<file path="src/rtl/nvw_pkg.sv">
package nvw_pkg;
  typedef enum logic [2:0] {
    ST_IDLE,
    ST_ARM,
    ST_PUT,
    ST_GAP,
    ST_DISARM
  } nvw_state_e;
endpackage

</file>
<file path="src/rtl/nvw_ms_timer.sv">
module nvw_ms_timer #(
  parameter int CLKS_PER_MS = 100000,
  parameter int MSW         = 9
) (
  input  logic           clk,
  input  logic           rst_n,
  input  logic           run_i,
  input  logic [MSW-1:0] last_ms_i,
  output logic           expire_o
);
  localparam int PW = (CLKS_PER_MS > 1) ? $clog2(CLKS_PER_MS) : 1;
  localparam logic [PW-1:0] PRE_LAST = PW'(CLKS_PER_MS - 1);

  logic [PW-1:0]  pre_q, pre_d;
  logic [MSW-1:0] ms_q, ms_d;
  logic           tick;

  always_comb begin
    tick     = run_i && (pre_q == PRE_LAST);
    expire_o = tick && (ms_q == last_ms_i);
    pre_d    = pre_q;
    ms_d     = ms_q;
    if (!run_i || expire_o) begin
      pre_d = '0;
      ms_d  = '0;
    end else if (tick) begin
      pre_d = '0;
      ms_d  = ms_q + MSW'(1);
    end else begin
      pre_d = pre_q + PW'(1);
    end
  end

  always_ff @(posedge clk or negedge rst_n) begin
    if (!rst_n) begin
      pre_q <= '0;
      ms_q  <= '0;
    end else begin
      pre_q <= pre_d;
      ms_q  <= ms_d;
    end
  end

  // The millisecond count never passes the programmed limit
  AST_MS_IN_WINDOW: assert property (@(posedge clk) disable iff (!rst_n)
    run_i |-> (ms_q <= last_ms_i));
endmodule

</file>
<file path="src/rtl/nvw_progress.sv">
module nvw_progress #(
  parameter int WORDS = 64,
  parameter int CW    = 7
) (
  input  logic          clk,
  input  logic          rst_n,
  input  logic          clr_i,
  input  logic          inc_i,
  output logic [CW-1:0] count_o,
  output logic          milestone_o
);
  localparam logic [CW-1:0] Q1 = CW'(WORDS / 4);
  localparam logic [CW-1:0] Q2 = CW'(WORDS / 2);
  localparam logic [CW-1:0] Q3 = CW'((3 * WORDS) / 4);

  logic [CW-1:0] cnt_q, cnt_d, cnt_nx;
  logic          mile_q, mile_d;

  always_comb begin
    cnt_nx = cnt_q + CW'(1);
    cnt_d  = cnt_q;
    mile_d = 1'b0;
    if (clr_i) begin
      cnt_d = '0;
    end else if (inc_i) begin
      cnt_d  = cnt_nx;
      mile_d = (cnt_nx == Q1) || (cnt_nx == Q2) || (cnt_nx == Q3);
    end
  end

  always_ff @(posedge clk or negedge rst_n) begin
    if (!rst_n) begin
      cnt_q  <= '0;
      mile_q <= 1'b0;
    end else begin
      cnt_q  <= cnt_d;
      mile_q <= mile_d;
    end
  end

  assign count_o     = cnt_q;
  assign milestone_o = mile_q;

  AST_NO_OVERFLOW: assert property (@(posedge clk) disable iff (!rst_n)
    count_o <= CW'(WORDS));
  AST_MILE_AFTER_WRITE: assert property (@(posedge clk) disable iff (!rst_n)
    inc_i |=> (count_o == $past(count_o) + CW'(1)));
  AST_MILE_ONE_CYCLE: assert property (@(posedge clk) disable iff (!rst_n)
    milestone_o |=> !milestone_o);
endmodule

</file>
<file path="src/rtl/nvcfg_write_seq.sv">
module nvcfg_write_seq #(
  parameter int WORDS       = 64,
  parameter int CLKS_PER_MS = 100000,
  parameter int EN_MS       = 500,
  parameter int GAP_MS      = 20,
  parameter int AW          = 16,
  parameter int DW          = 16,
  localparam int IW = (WORDS > 1) ? $clog2(WORDS) : 1,
  localparam int CW = $clog2(WORDS + 1)
) (
  input  logic          clk,
  input  logic          rst_n,
  input  logic          start_i,
  input  logic          crc_bad_i,
  input  logic [AW-1:0] base_addr_i,
  output logic [IW-1:0] buf_idx_o,
  input  logic [DW-1:0] buf_data_i,
  output logic          we_ctl_o,
  output logic [AW-1:0] wr_addr_o,
  output logic [DW-1:0] wr_data_o,
  output logic          wr_stb_o,
  output logic          busy_o,
  output logic [CW-1:0] progress_o,
  output logic          milestone_o,
  output logic          done_o,
  output logic          reject_o
);
  import nvw_pkg::*;

  localparam int MAXMS = (EN_MS > GAP_MS) ? EN_MS : GAP_MS;
  localparam int MSW   = (MAXMS > 1) ? $clog2(MAXMS) : 1;
  localparam logic [MSW-1:0] EN_LAST  = MSW'(EN_MS - 1);
  localparam logic [MSW-1:0] GAP_LAST = MSW'(GAP_MS - 1);
  localparam logic [IW-1:0]  IDX_LAST = IW'(WORDS - 1);

  nvw_state_e     state_q, state_d;
  logic [IW-1:0]  idx_q, idx_d;
  logic [AW-1:0]  base_q;
  logic           done_q, done_d;
  logic           rej_q, rej_d;
  logic           accept;
  logic           tmr_run, tmr_exp;
  logic [MSW-1:0] tmr_last;

  nvw_ms_timer #(.CLKS_PER_MS(CLKS_PER_MS), .MSW(MSW)) u_timer (
    .clk       (clk),
    .rst_n     (rst_n),
    .run_i     (tmr_run),
    .last_ms_i (tmr_last),
    .expire_o  (tmr_exp)
  );

  nvw_progress #(.WORDS(WORDS), .CW(CW)) u_prog (
    .clk         (clk),
    .rst_n       (rst_n),
    .clr_i       (accept),
    .inc_i       (wr_stb_o),
    .count_o     (progress_o),
    .milestone_o (milestone_o)
  );

  // Next-state logic
  always_comb begin
    state_d  = state_q;
    idx_d    = idx_q;
    done_d   = 1'b0;
    rej_d    = 1'b0;
    accept   = 1'b0;
    tmr_run  = (state_q == ST_ARM) || (state_q == ST_GAP) || (state_q == ST_DISARM);
    tmr_last = (state_q == ST_GAP) ? GAP_LAST : EN_LAST;
    unique case (state_q)
      ST_IDLE: begin
        if (start_i && !crc_bad_i) begin
          accept  = 1'b1;
          idx_d   = '0;
          state_d = ST_ARM;
        end else if (start_i) begin
          rej_d = 1'b1;
        end
      end
      ST_ARM:    if (tmr_exp) state_d = ST_PUT;
      ST_PUT:    state_d = ST_GAP;
      ST_GAP: begin
        if (tmr_exp) begin
          if (idx_q == IDX_LAST) begin
            state_d = ST_DISARM;
          end else begin
            idx_d   = idx_q + IW'(1);
            state_d = ST_PUT;
          end
        end
      end
      ST_DISARM: begin
        if (tmr_exp) begin
          state_d = ST_IDLE;
          done_d  = 1'b1;
        end
      end
      default:   state_d = ST_IDLE;
    endcase
  end

  // State registers
  always_ff @(posedge clk or negedge rst_n) begin
    if (!rst_n) begin
      state_q <= ST_IDLE;
      idx_q   <= '0;
      done_q  <= 1'b0;
      rej_q   <= 1'b0;
    end else begin
      state_q <= state_d;
      idx_q   <= idx_d;
      done_q  <= done_d;
      rej_q   <= rej_d;
    end
  end

  // Base address, loaded only with an accepted start
  always_ff @(posedge clk or negedge rst_n) begin
    if (!rst_n) begin
      base_q <= '0;
    end else if (accept) begin
      base_q <= base_addr_i;
    end
  end

  assign buf_idx_o = idx_q;
  assign busy_o    = (state_q != ST_IDLE);
  assign we_ctl_o  = (state_q == ST_ARM) || (state_q == ST_PUT) || (state_q == ST_GAP);
  assign wr_stb_o  = (state_q == ST_PUT);
  assign wr_addr_o = base_q + AW'({idx_q, 1'b0});
  assign wr_data_o = buf_data_i;
  assign done_o    = done_q;
  assign reject_o  = rej_q;

  AST_STB_NEEDS_WE: assert property (@(posedge clk) disable iff (!rst_n)
    wr_stb_o |-> we_ctl_o);
  AST_STB_ONE_CYCLE: assert property (@(posedge clk) disable iff (!rst_n)
    wr_stb_o |=> !wr_stb_o);
  AST_IDX_ASCENDS: assert property (@(posedge clk) disable iff (!rst_n)
    (busy_o && $changed(buf_idx_o)) |-> (buf_idx_o == $past(buf_idx_o) + IW'(1)));
  AST_DONE_ENDS_BUSY: assert property (@(posedge clk) disable iff (!rst_n)
    done_o |-> (!busy_o && !we_ctl_o && $past(busy_o)));
  AST_REJECT_IDLE: assert property (@(posedge clk) disable iff (!rst_n)
    reject_o |-> (!busy_o && !$past(busy_o)));
  AST_BUSY_HOLDS_BASE: assert property (@(posedge clk) disable iff (!rst_n)
    (busy_o && $past(busy_o)) |-> $stable(base_q));
endmodule

</file>
<file path="config.mk">
export PLATFORM = sky130hd
export DESIGN_NAME = nvcfg_write_seq
export DESIGN_NICKNAME = d
export VERILOG_FILES = /design/src/rtl/nvw_pkg.sv /design/src/rtl/nvw_ms_timer.sv /design/src/rtl/nvw_progress.sv /design/src/rtl/nvcfg_write_seq.sv
export SDC_FILE = /design/constraint.sdc
export NUM_CORES = 1
export LEC_CHECK = 0
export ABC_AREA = 1
export BUFFER_PORTS_ARGS = -buffer_cell sky130_fd_sc_hd__buf_2
export CELL_PAD_IN_SITES_DETAIL_PLACEMENT = 0
export CELL_PAD_IN_SITES_GLOBAL_PLACEMENT = 1
export CORE_MARGIN = 2
export CORE_UTILIZATION = 39
export CTS_CLUSTER_DIAMETER = 150
export CTS_CLUSTER_SIZE = 10
export DETAILED_ROUTE_END_ITERATION = 7
export PLACE_DENSITY = 0.81
export REMOVE_ABC_BUFFERS = 1
export SETUP_SLACK_MARGIN = 0.2
export SKIP_CTS_REPAIR_TIMING = 1
export SLEW_MARGIN = 20
export SYNTH_ARGS = -nofsm -noshare
export SYNTH_HDL_FRONTEND = slang
export SYNTH_HIERARCHICAL = 1
export SYNTH_SLANG_ARGS = --single-unit
export TNS_END_PERCENT = 100
</file>
<file path="constraint.sdc">
create_clock -name clk -period 2.4 [get_ports clk]
set_clock_uncertainty 0.1 [all_clocks]
set_input_delay 0 -clock clk [delete_from_list [all_inputs] [get_ports clk]]
set_output_delay 0 -clock clk [all_outputs]
set_load 0.005 [all_outputs]
</file>
==> results list <==
- Max-cap violations in this run came to 0.
* Worst-path maximum fanout: 5
* Post-synth top flop: sky130_fd_sc_hd__dfrtp_1
* Y dimension of the die: 106 um
- Routed WL: ~9900 um
- Full die area: ~0.011 mm^2
- Yosys warning count: 6
* Main area contributors after synthesis: sky130_fd_sc_hd__dfrtp_1 38%, sky130_fd_sc_hd__nand2_1 15%, sky130_fd_sc_hd__nor2_1 6.8%
- Counting every instance in the synthesized netlist gives 561.
- The first routing iteration left 144 violations.
* Number of standard cells in the final layout excluding fillers: a little under 800
* Buffer type at the clock tree root: sky130_fd_sc_hd__clkbuf_8
* Number of placed instances with taps included: around 740
- For the final routed database, the setup TNS stands at 0 ps.
* Global Route Usage Sum: 0.181
- The number of hold-slack violations in the final timing report came to 0.
- Maximum number of pins on one net before global-route repair: 30
- EDFF count, synth: 0
- Result of the run: finished clean
* Routability-driven placement congestion ratio: approximately 0.84
- Final Critical Period: approximately 2100 ps
- Drt pass-1 iters: 5
- Cell chain of the critical path: ha_1, or2_2, and2_4, nand2_1, nand2_1, nand3_1, nand2_1, buf_2
- Worst path arrival time: 1980 ps
- Count of standard-cell rows: 37
* Leakage power total: about 2.5 nW
- Skew-Pair Late Insertion Delay: around 350 ps
* Kind of launch point of the worst setup path: flip-flop
* Clock tree from TritonCTS: done
* Detailed-route DRC error count: 0
- In this run, synthesis produced a sequential element count of 61.
- Synth area leader: sky130_fd_sc_hd__dfrtp_1
- Final routed wire length divided by cell count: about 12 um
* Share of layout cells above drive strength 1: 0.198
* CORE AREA: 0.0102 mm^2
- Data required, critical path: between 2000 and 2500 ps
- Syn-to-layout area delta: 24.8%
- Antenna Violating Nets Remaining: 0
* HPWL Detailed: 7250 um
* Peak supply drop: ~500 uV
- The count of final max-slew check failures came to 0.
- Number of diodes: 0
* Portion of synthesized cell area occupied by the leading cell type: 0.378
* Vias after detailed routing: roughly 3,800
- Remaining global-route overflow: 0
- The H-tree was split into 3 levels.
- Slew headroom: 0.567
- Setup Crit Path Kind: flip-flop to primary output
- Setup violations remaining at the end of the flow were counted as 0.
- Maximum achievable frequency: slightly below 0.5 GHz
- Netlist Area Pre-Place: ~0.004 mm^2
- The min-delay analysis places its worst path in the category input port to flip-flop.
* Slowest cell on the critical path: sky130_fd_sc_hd__dfrtp_2
* Width of the die: 106 um
- Share of total power in the clock network: 0.275
* Boundary Pins: 87
- Net switching power: between 1.5 and 2 mW
* Number of buffers created by CTS: 9
- For this run, asynchronously set or reset flops after synthesis account for 1.00.
* Fraction of power consumed by combinational cells: 0.372
- In the routed layout, each cell is associated on average with a via count of about 4.8.
- Wire length of the first global-routing pass: between 15,000 and 20,000 um
* Most used cell along the critical path: sky130_fd_sc_hd__nand2_1
- The tree built by TritonCTS fans out to between 60 and 70 sinks.
- Final nets: 702
* Antenna violations before repair: 0
- No sink is reached through more buffers than the 2 on the longest clock path.
* Clock Pin Slew Worst Setup and Hold Paths: around 70 ps
* Mapped Avg Cell Area: between 7 and 8 um^2
- Initial core utilization: 0.397
* Sequential-to-total area share from yosys stat: 0.378
- Stage delay of the slowest cell on the critical path: between 400 and 500 ps
- Of the total power, registers draw 0.353.
* Power density of the placed cells: 823 mW/mm^2
- Most common cell in the synthesized netlist: sky130_fd_sc_hd__nand2_1
* Net Sw Frac: 0.377
* Number of global-route vias before repair: about 3,500
* Port-buffer cells: 54
* Critical path capture point type: primary output
- Int Pwr: approximately 2.6 mW
* Top cells by count, synth: 165 x sky130_fd_sc_hd__nand2_1, 73 x sky130_fd_sc_hd__nor2_1, 61 x sky130_fd_sc_hd__dfrtp_1, 59 x sky130_fd_sc_hd__inv_1, 45 x sky130_fd_sc_hd__nand3_1
- Slew @ Worst Pin: between 600 and 700 ps
* Fraction of the cycle the final worst path needs: 0.868
- Number of distinct library cell variants in the gate-level netlist after synthesis: 33
- RSZ-0062 raised after global routing: true
-- cell usage in the layout, fill, tap and decap left out, types with 6 or more instances in the layout --
master / instances
sky130_fd_sc_hd__buf_2: 54
sky130_fd_sc_hd__buf_4: 10
sky130_fd_sc_hd__clkbuf_8: 10
sky130_fd_sc_hd__conb_1: 6
sky130_fd_sc_hd__dfrtp_1: 59
sky130_fd_sc_hd__dlygate4sd3_1: 35
sky130_fd_sc_hd__ha_1: 8
sky130_fd_sc_hd__inv_1: 58
sky130_fd_sc_hd__nand2_1: 164
sky130_fd_sc_hd__nand2_2: 15
sky130_fd_sc_hd__nand3_1: 45
sky130_fd_sc_hd__nand4_1: 10
sky130_fd_sc_hd__nor2_1: 73
sky130_fd_sc_hd__nor2_4: 7
sky130_fd_sc_hd__nor3_1: 19
sky130_fd_sc_hd__o21ai_0: 6
sky130_fd_sc_hd__o21ai_1: 11
sky130_fd_sc_hd__xnor2_1: 6
sky130_fd_sc_hd__xor2_1: 13
-- power groups by stage --
stage | sequential, mW | combinational (mW) | clock, mW
finish | 1.46 | 1.54 | 1.14
global route | 1.50 | 1.77 | 1.22
global placement | 1.46 | 1.45 | 0
CTS | 1.46 | 1.49 | 1.17
floorplan | 1.44 | 0.952 | 0
detailed placement | 1.48 | 1.48 | 0
-- cells by family after synthesis --
group	after synthesis	share of synthesized area
xor+xnor	19	0.0412
simple gates	351	0.391
buf+inv	84	0.103
other cells	2	0.00186
fa+ha+maj	11	0.0359
flops	61	0.378
compound gates	33	0.0499
-- registers in the layout (all words and copies together) (netlist names) --
| register | count |
|---|---|
| done_o | 1 |
| u_timer/ms_q | 9 |
| state_q | 3 |
| u_prog/milestone_o | 1 |
| buf_idx_o | 6 |
| u_prog/count_o | 7 |
| base_q | 16 |
| u_timer/pre_q | 17 |
| reject_o | 1 |
-- final timing paths --
check	slack (ps)	cells after the start	from	to
min reg2reg	360	1	u_timer/pre_q[0]$_DFF_PN0_	u_timer/pre_q[0]$_DFF_PN0_
max	320	8	buf_idx_o[3]$_DFFE_PN0P_	wr_addr_o[13]
min	110	5	crc_bad_i	u_prog/count_o[2]$_DFFE_PN0P_
max in group asynchronous	1320	3	rst_n	buf_idx_o[3]$_DFFE_PN0P_
max reg2reg	370	14	state_q[0]$_DFFE_PN0P_	buf_idx_o[5]$_DFFE_PN0P_
min in group asynchronous	120	2	rst_n	u_timer/pre_q[12]$_DFF_PN0_
-- critical path, delay by kind of cell (launching register included) --
family,cells,cell delay (ps)
flops,1,440
fa+ha+maj,1,340
buf+inv,1,120
simple gates,6,740
-- routing by layer --
layer / vias up / part of all wire / global-route usage
li1: 1939 / - / -
met1: 1761 / 0.48 / 0.243
met2: 65 / 0.47 / 0.280
met3: 16 / 0.034 / 0.0433
met4: 0 / 0.020 / 0.0780
met5: - / 0 / 0.00952
-- cell type report --
type,count,area (um^2)
timing repair buffer,100,716
fill,1054,5150
clock inverter,4,95.1
multi-input combinational,420,2140
clock buffer,12,145
sequential,61,1530
tap,136,170
inverter,63,239
-- per-stage QoR --
stage / worst slack [ps] / power (mW) / hold slack [ps] / util / instance area (um^2)
3_3_place_gp: 321 / 2.91 / -99.9 / 0.430 / 4380
5_1_grt: 198 / 4.49 / 142 / 0.495 / 5040
4_1_cts: 182 / 4.11 / -405 / 0.453 / 4620
3_5_place_dp: 249 / 2.96 / -99.9 / 0.430 / 4380
6_report: 318 / 4.15 / 111 / 0.495 / 5040
2_1_floorplan: 394 / 2.39 / -396 / - / 3880
No activity file was read; power rests on OpenSTA's default activity.
